## src/rtl/pgfa_pkg.sv

```systemverilog
package pgfa_pkg;

    typedef enum logic {
        ST_FILL = 1'b0,
        ST_HOLD = 1'b1
    } fill_state_e;

endpackage

```

## src/rtl/pgfa_buf.sv

```systemverilog
// Page buffer: one write port for incoming bytes, one synchronous read port
module pgfa_buf #(
    parameter int DEPTH  = 256,
    parameter int DATA_W = 8,
    localparam int IDX_W = $clog2(DEPTH)
) (
    input  logic              clk,
    input  logic              rst_n,
    input  logic              wr_en,
    input  logic [IDX_W-1:0]  wr_idx,
    input  logic [DATA_W-1:0] wr_data,
    input  logic              rd_en,
    input  logic [IDX_W-1:0]  rd_idx,
    output logic [DATA_W-1:0] rd_data
);

    logic [DATA_W-1:0] mem_q [DEPTH];
    logic [DATA_W-1:0] rd_d, rd_q;

    always_ff @(posedge clk) begin
        if (wr_en) begin
            mem_q[wr_idx] <= wr_data;
        end
    end

    always_comb begin
        rd_d = rd_q;
        if (rd_en) begin
            rd_d = mem_q[rd_idx];
        end
    end

    always_ff @(posedge clk or negedge rst_n) begin
        if (!rst_n) begin
            rd_q <= '0;
        end else begin
            rd_q <= rd_d;
        end
    end

    assign rd_data = rd_q;

endmodule

```

## src/rtl/pgfa_addr.sv

```systemverilog
// Target address generator: page steps, cleared by erase
module pgfa_addr #(
    parameter int ADDR_W     = 24,
    parameter int PAGE_BYTES = 256
) (
    input  logic              clk,
    input  logic              rst_n,
    input  logic              advance,
    input  logic              erase,
    output logic [ADDR_W-1:0] frm_addr
);

    localparam logic [ADDR_W-1:0] STEP = ADDR_W'(PAGE_BYTES);

    typedef struct packed {
        logic [ADDR_W-1:0] next;
        logic [ADDR_W-1:0] cur;
    } addr_t;

    addr_t addr_d, addr_q;

    always_comb begin
        addr_d = addr_q;
        if (advance) begin
            addr_d.cur  = addr_q.next;
            addr_d.next = addr_q.next + STEP;
        end
        if (erase) begin
            addr_d.next = '0;
        end
    end

    always_ff @(posedge clk or negedge rst_n) begin
        if (!rst_n) begin
            addr_q <= '0;
        end else begin
            addr_q <= addr_d;
        end
    end

    assign frm_addr = addr_q.cur;

endmodule

```

## src/rtl/pgfa_ctrl.sv

```systemverilog
// Fill/hold sequencer: counts bytes, closes frames, produces pulses
module pgfa_ctrl
    import pgfa_pkg::*;
#(
    parameter int PAGE_BYTES = 256,
    parameter int LEN_W      = 16,
    localparam int IDX_W     = $clog2(PAGE_BYTES),
    localparam int CNT_W     = $clog2(PAGE_BYTES + 1)
) (
    input  logic             clk,
    input  logic             rst_n,
    input  logic             in_valid,
    input  logic             in_last,
    input  logic             img_end,
    input  logic             frm_ack,
    output logic             in_ready,
    output logic             wr_en,
    output logic [IDX_W-1:0] wr_idx,
    output logic             close,
    output logic             frm_ready,
    output logic [LEN_W-1:0] frm_len,
    output logic             img_done
);

    localparam logic [CNT_W-1:0] FULL = CNT_W'(PAGE_BYTES);

    typedef struct packed {
        fill_state_e      st;
        logic [CNT_W-1:0] cnt;
        logic [LEN_W-1:0] len;
        logic             rdy;
        logic             done;
    } ctrl_t;

    ctrl_t ctrl_d, ctrl_q;

    logic             accept;
    logic [CNT_W-1:0] cnt_after;

    always_comb begin
        ctrl_d      = ctrl_q;
        ctrl_d.rdy  = 1'b0;
        ctrl_d.done = 1'b0;
        close       = 1'b0;
        accept      = (ctrl_q.st == ST_FILL) && in_valid;
        cnt_after   = ctrl_q.cnt + CNT_W'(accept);
        wr_en       = accept;

        unique case (ctrl_q.st)
            ST_FILL: begin
                if (accept && (in_last || cnt_after == FULL)) begin
                    close = 1'b1;
                end else if (img_end) begin
                    if (cnt_after == '0) begin
                        ctrl_d.done = 1'b1;
                    end else begin
                        close = 1'b1;
                    end
                end
                ctrl_d.cnt = cnt_after;
                if (close) begin
                    ctrl_d.st  = ST_HOLD;
                    ctrl_d.len = LEN_W'(cnt_after);
                    ctrl_d.rdy = 1'b1;
                end
            end
            ST_HOLD: begin
                if (frm_ack) begin
                    ctrl_d.st  = ST_FILL;
                    ctrl_d.cnt = '0;
                end
            end
            default: ctrl_d.st = ST_FILL;
        endcase
    end

    always_ff @(posedge clk or negedge rst_n) begin
        if (!rst_n) begin
            ctrl_q <= '{st: ST_FILL, cnt: '0, len: '0, rdy: 1'b0, done: 1'b0};
        end else begin
            ctrl_q <= ctrl_d;
        end
    end

    assign in_ready  = (ctrl_q.st == ST_FILL);
    assign wr_idx    = ctrl_q.cnt[IDX_W-1:0];
    assign frm_ready = ctrl_q.rdy;
    assign frm_len   = ctrl_q.len;
    assign img_done  = ctrl_q.done;

endmodule

```

## src/rtl/pgframe_asm.sv

```systemverilog
module pgframe_asm #(
    parameter int PAGE_BYTES = 256,
    parameter int DATA_W     = 8,
    parameter int ADDR_W     = 24,
    parameter int LEN_W      = 16,
    localparam int IDX_W     = $clog2(PAGE_BYTES)
) (
    input  logic              clk,
    input  logic              rst_n,
    input  logic              in_valid,
    input  logic [DATA_W-1:0] in_data,
    input  logic              in_last,
    output logic              in_ready,
    input  logic              img_end,
    input  logic              erase_req,
    output logic              frm_ready,
    output logic [LEN_W-1:0]  frm_len,
    output logic [ADDR_W-1:0] frm_addr,
    input  logic              frm_ack,
    output logic              img_done,
    input  logic              rd_en,
    input  logic [IDX_W-1:0]  rd_idx,
    output logic [DATA_W-1:0] rd_data
);

    logic             wr_en;
    logic [IDX_W-1:0] wr_idx;
    logic             close;

    pgfa_ctrl #(
        .PAGE_BYTES(PAGE_BYTES),
        .LEN_W     (LEN_W)
    ) i_ctrl (
        .clk      (clk),
        .rst_n    (rst_n),
        .in_valid (in_valid),
        .in_last  (in_last),
        .img_end  (img_end),
        .frm_ack  (frm_ack),
        .in_ready (in_ready),
        .wr_en    (wr_en),
        .wr_idx   (wr_idx),
        .close    (close),
        .frm_ready(frm_ready),
        .frm_len  (frm_len),
        .img_done (img_done)
    );

    pgfa_addr #(
        .ADDR_W    (ADDR_W),
        .PAGE_BYTES(PAGE_BYTES)
    ) i_addr (
        .clk     (clk),
        .rst_n   (rst_n),
        .advance (close),
        .erase   (erase_req),
        .frm_addr(frm_addr)
    );

    pgfa_buf #(
        .DEPTH (PAGE_BYTES),
        .DATA_W(DATA_W)
    ) i_buf (
        .clk    (clk),
        .rst_n  (rst_n),
        .wr_en  (wr_en),
        .wr_idx (wr_idx),
        .wr_data(in_data),
        .rd_en  (rd_en),
        .rd_idx (rd_idx),
        .rd_data(rd_data)
    );

endmodule

```

## config.mk

```make
export PLATFORM = sky130hd
export DESIGN_NAME = pgframe_asm
export DESIGN_NICKNAME = d
export VERILOG_FILES = /design/src/rtl/pgfa_pkg.sv /design/src/rtl/pgfa_buf.sv /design/src/rtl/pgfa_addr.sv /design/src/rtl/pgfa_ctrl.sv /design/src/rtl/pgframe_asm.sv
export SDC_FILE = /design/constraint.sdc
export NUM_CORES = 2
export LEC_CHECK = 0
export ABC_AREA = 0
export BUFFER_PORTS_ARGS = -buffer_cell sky130_fd_sc_hd__buf_2
export CELL_PAD_IN_SITES_DETAIL_PLACEMENT = 0
export CELL_PAD_IN_SITES_GLOBAL_PLACEMENT = 1
export CORE_AREA = 2 2 459 461
export DETAILED_ROUTE_END_ITERATION = 10
export DIE_AREA = 0 0 461 463
export GPL_ROUTABILITY_DRIVEN = 0
export GPL_TIMING_DRIVEN = 0
export PLACE_DENSITY = 0.57
export SKIP_CTS_REPAIR_TIMING = 1
export SYNTH_ARGS = -nofsm -noshare
export SYNTH_HDL_FRONTEND = slang
export SYNTH_SLANG_ARGS = --single-unit
```

## constraint.sdc

```tcl
create_clock -name clk -period 6.1 [get_ports clk]
set_input_delay 1.22 -clock clk [delete_from_list [all_inputs] [get_ports clk]]
set_output_delay 1.22 -clock clk [all_outputs]
set_load 0.005 [all_outputs]
```

==> run_results.csv <==
group,metric,value,unit
placed_design,dpl.cell_count,7133,
timing,skew,0.0386,ns
placed_design,place_area,0.0878,mm2
logic_synthesis,synthSimpleGateAreaFrac,0.0323,
finish,final_core_util,0.455,
power,power_leakage,30.5,nW
global_route,use_met2,0.478,
timing,setup_viol,0,
setup_path,end_kind,"flip-flop",
detailed_routing,first_pass_iters,6,
logic_synthesis,synth_ff_type,"edfxtp_1",
global_route,grt_max_degree,145,
logic_synthesis,synth_top_family_by_area,"multiplexers",
logic_synthesis,yosys.area.top_type,"edfxtp_1",
timing,final-hold-violation-count,0,
global_route,top_usage_layer,"met2",
detailed_routing,vias_per_cell,6.47,
power,power.density,337,mW/mm2
detailed_routing,route.detailed.wl_per_inst,46.8,um
finish,seq_area,0.0630,mm2
detailed_routing,ant_nets,0,
global_route,use_met1,0.447,
timing,grt_setup_unrepaired,"no",
floorplan,die_area,0.213,mm2
logic_synthesis,synthXorXnorAreaFrac,0.00125,
detailed_routing,drc_errors,0,
detailed_routing,vias,48887,
logic_synthesis,synth_mux_area_frac,0.141,
timing,worst_slew_pin_slew,1.59,ns
timing,period_needed,5.73,ns
logic_synthesis,synth_area,0.0830,mm2
finish,final_cell_area,0.0948,mm2
timing,maxSlewHeadroom,-0.0622,
clock_network,htree_levels,4,
logic_synthesis,synth_compound_area_frac,0.0415,
floorplan,coreArea,0.209,mm2
logic_synthesis,synthArstFlopShare,0.0289,
min_path,hold_path.class,"in -> async",
floorplan,num_rows,168,
logic_synthesis,synth_edf_count,2048,
logic_synthesis,netlist_top_cells_area,"edfxtp_1 (74%), mux4_2 (9.5%), mux2i_1 (3.7%)",
logic_synthesis,yosysUniqueCellTypes,78,
run_status,violations,"max-capacitance violations, max-slew violations",
global_route,grt_pass1_wl,453000,um
timing,finalCritPeriodShare,0.939,
global_route,grt_pass1_vias,45280,
timing,fmax,175,MHz
timing,maxSlewViolCount,68,
detailed_routing,drtIter0Drc,8840,
logic_synthesis,avgSynthCellArea,19.7,um2
global_route,met3_usage,0.0853,
finish,multiInputGateArea,0.0180,mm2
finish,nets,4578,
finish,syn2layout_area_growth,14.2,%
clock_network,cts-root-buf,"clkbuf_16",
finish,fin_cells,7554,
power,fin_total_pwr,31.9,mW
setup_path,crit_path_max_fanout,10,
clock_network,cts_buffer_depth,3,
logic_synthesis,yosysSeqAreaShare,0.759,
clock_network,cts_made_buffers,221,
global_route,overflow,0,
timing,tns,0,ns
floorplan,initial_core_util,0.398,
clock_network,cts.clk_slew.worst_paths,0.06,ns
power,ir_worst_vdd,236,uV
run_status,status,"finished with violations",
logic_synthesis,synth_top_area_share,0.741,
logic_synthesis,synthAdderAreaFrac,0.000452,
setup_path,worstSetupPathType,"in -> reg",
clock_network,clock-sinks,2109,
setup_path,start_kind,"input port",
logic_synthesis,ys_ff_latch,2109,
floorplan,io_pins,75,
detailed_routing,wl,354000,um
finish,drive_gt1_frac,0.215,
finish,nFillCells,17931,
placed_design,post-dp-hpwl,231000,um
setup_path,critPathArrivalTime,6.53,ns
logic_synthesis,synth_cells,4225,
flow_run,maxCapViolations,7,
clock_network,cts_tree,"built",
global_route,track_usage,0.328,
global_route,antenna_found_initial,40,
floorplan,die-height,463,um
placed_design,io_buffers,55,
setup_path,crit_required,6.91,ns
clock_network,insertion_delay,0.88,ns
floorplan,die_w,461,um
logic_synthesis,yosys_warnings,0,
-- power by group --
part	internal (mW)	switching, mW
registers	16.0	0.0563
clock network	7.54	5.81
logic	0.669	1.89
total	24.2	7.76
-- metal layers --
metal	vias to the layer above	share of wire
li1	18039	-
met1	26339	0.38
met2	3749	0.44
met3	748	0.12
met4	12	0.064
met5	-	0.00033
-- cell families (layout without fill, tap and decap cells) --
kind of cell	Yosys count	after routing
xor+xnor	11	11
buf+inv	308	797
mux	698	698
simple gates	604	604
fa+ha+maj	3	3
compound gates	491	491
flops	2109	2109
other cells	1	36
-- critical path, stage by stage --
cell,delay [ns]
buf_2,0.10
buf_2,0.42
buf_2,0.90
nand3b_1,1.00
clkbuf_2,0.77
o22ai_1,0.37
a211oi_1,0.10
a21oi_1,0.71
nand4_1,0.49
nor2_1,0.20
a211o_1,0.12
-- placed cells by master, fill, tap and decap left out, types with 9 or more instances in the layout --
cell	count
clkbuf_16	228
and2_1	9
nand3_1	45
nor2_1	306
o22ai_1	100
mux2_2	23
mux4_2	350
a21oi_1	60
nand2_1	117
clkbuf_2	38
clkbuf_1	111
bufinv_16	17
mux2i_1	308
conb_1	15
a211oi_1	43
nor3_1	25
dfrtp_1	61
or3_1	11
nor4_1	10
diode_2	21
buf_4	58
buf_8	22
a31oi_1	13
buf_2	118
o21ai_0	61
clkinv_2	35
buf_16	24
buf_6	45
edfxtp_1	2048
clkinv_1	56
mux4_1	17
buf_12	12
nor2b_1	21
o221ai_1	64
a22oi_1	76
nand4_1	19
a22o_1	10
and3_1	12
-- flip-flops by register name (all words and copies together), names as in the netlist --
register and flops:
i_ctrl.img_done 1, i_addr.frm_addr 16, i_ctrl.wr_idx 8, i_ctrl.ctrl_q 2
i_ctrl.frm_len 9, i_ctrl.frm_ready 1, i_buf.rd_data 8, i_addr.addr_q 16
i_buf.mem_q 2048
-- through the flow --
stage | setup slack (ns) | hold slack [ns]
after floorplan | 2.26 | 0.451
after global placement | -1.99 | 0.473
after detailed placement | -0.227 | 0.482
after CTS | 0.654 | 0.199
after global routing | 0.668 | 0.219
final | 0.373 | 0.244
-- final cells by class --
cell class | count | area share
diodes | 21 | 0.000554
plain buffers | 299 | 0.0219
clock buffers | 280 | 0.0626
clock inverters | 120 | 0.0109
inverters | 9 | 0.000356
multi-input cells | 1822 | 0.190
flip-flops and latches | 2109 | 0.664
well taps | 2805 | 0.0370
repair buffers | 89 | 0.0121
-- path summary, 6_finish.rpt --
kind / startpoint / to / slack, ns / cells after the start
max in group asynchronous: rst_n / i_addr.frm_addr[13]$_DFFE_PN0N_ / 5.26 / 2
min: rst_n / i_buf.rd_data[7]$_DFFE_PN0P_ / 0.24 / 1
min reg2reg: i_ctrl.frm_len[6]$_DFFE_PN0N_ / i_ctrl.frm_len[6]$_DFFE_PN0N_ / 0.49 / 2
max reg2reg: i_ctrl.wr_idx[3]$_DFFE_PN0P_ / i_buf.mem_q[79][0]$_DFFE_PP_ / 1.72 / 7
max: rd_idx[1] / i_buf.rd_data[1]$_DFFE_PN0P_ / 0.37 / 11
min in group clk: i_ctrl.frm_len[6]$_DFFE_PN0N_ / i_ctrl.frm_len[6]$_DFFE_PN0N_ / 0.49 / 2
-- synthesized netlist by cell type (5+ instances only) --
cell type,instances
mux2i_1,308
o221ai_1,64
edfxtp_1,2048
a21oi_1,60
buf_12,8
mux4_1,17
and2_1,9
and3_1,12
a211o_1,8
a211oi_1,44
clkbuf_1,101
xnor2_1,6
or3_1,11
nand3_1,45
dfrtp_1,61
a2111oi_0,10
nor4_1,11
nor2_1,307
mux2_2,23
buf_1,12
buf_6,45
buf_8,13
inv_1,6
nand2_1,117
nor2b_1,21
nor3_1,26
nand4_1,19
a22oi_1,76
buf_4,55
o21ai_0,61
o22ai_1,100
a31oi_1,13
buf_2,65
a22o_1,10
mux4_2,350
nand2b_1,5
(Power assumes the default switching activity.)
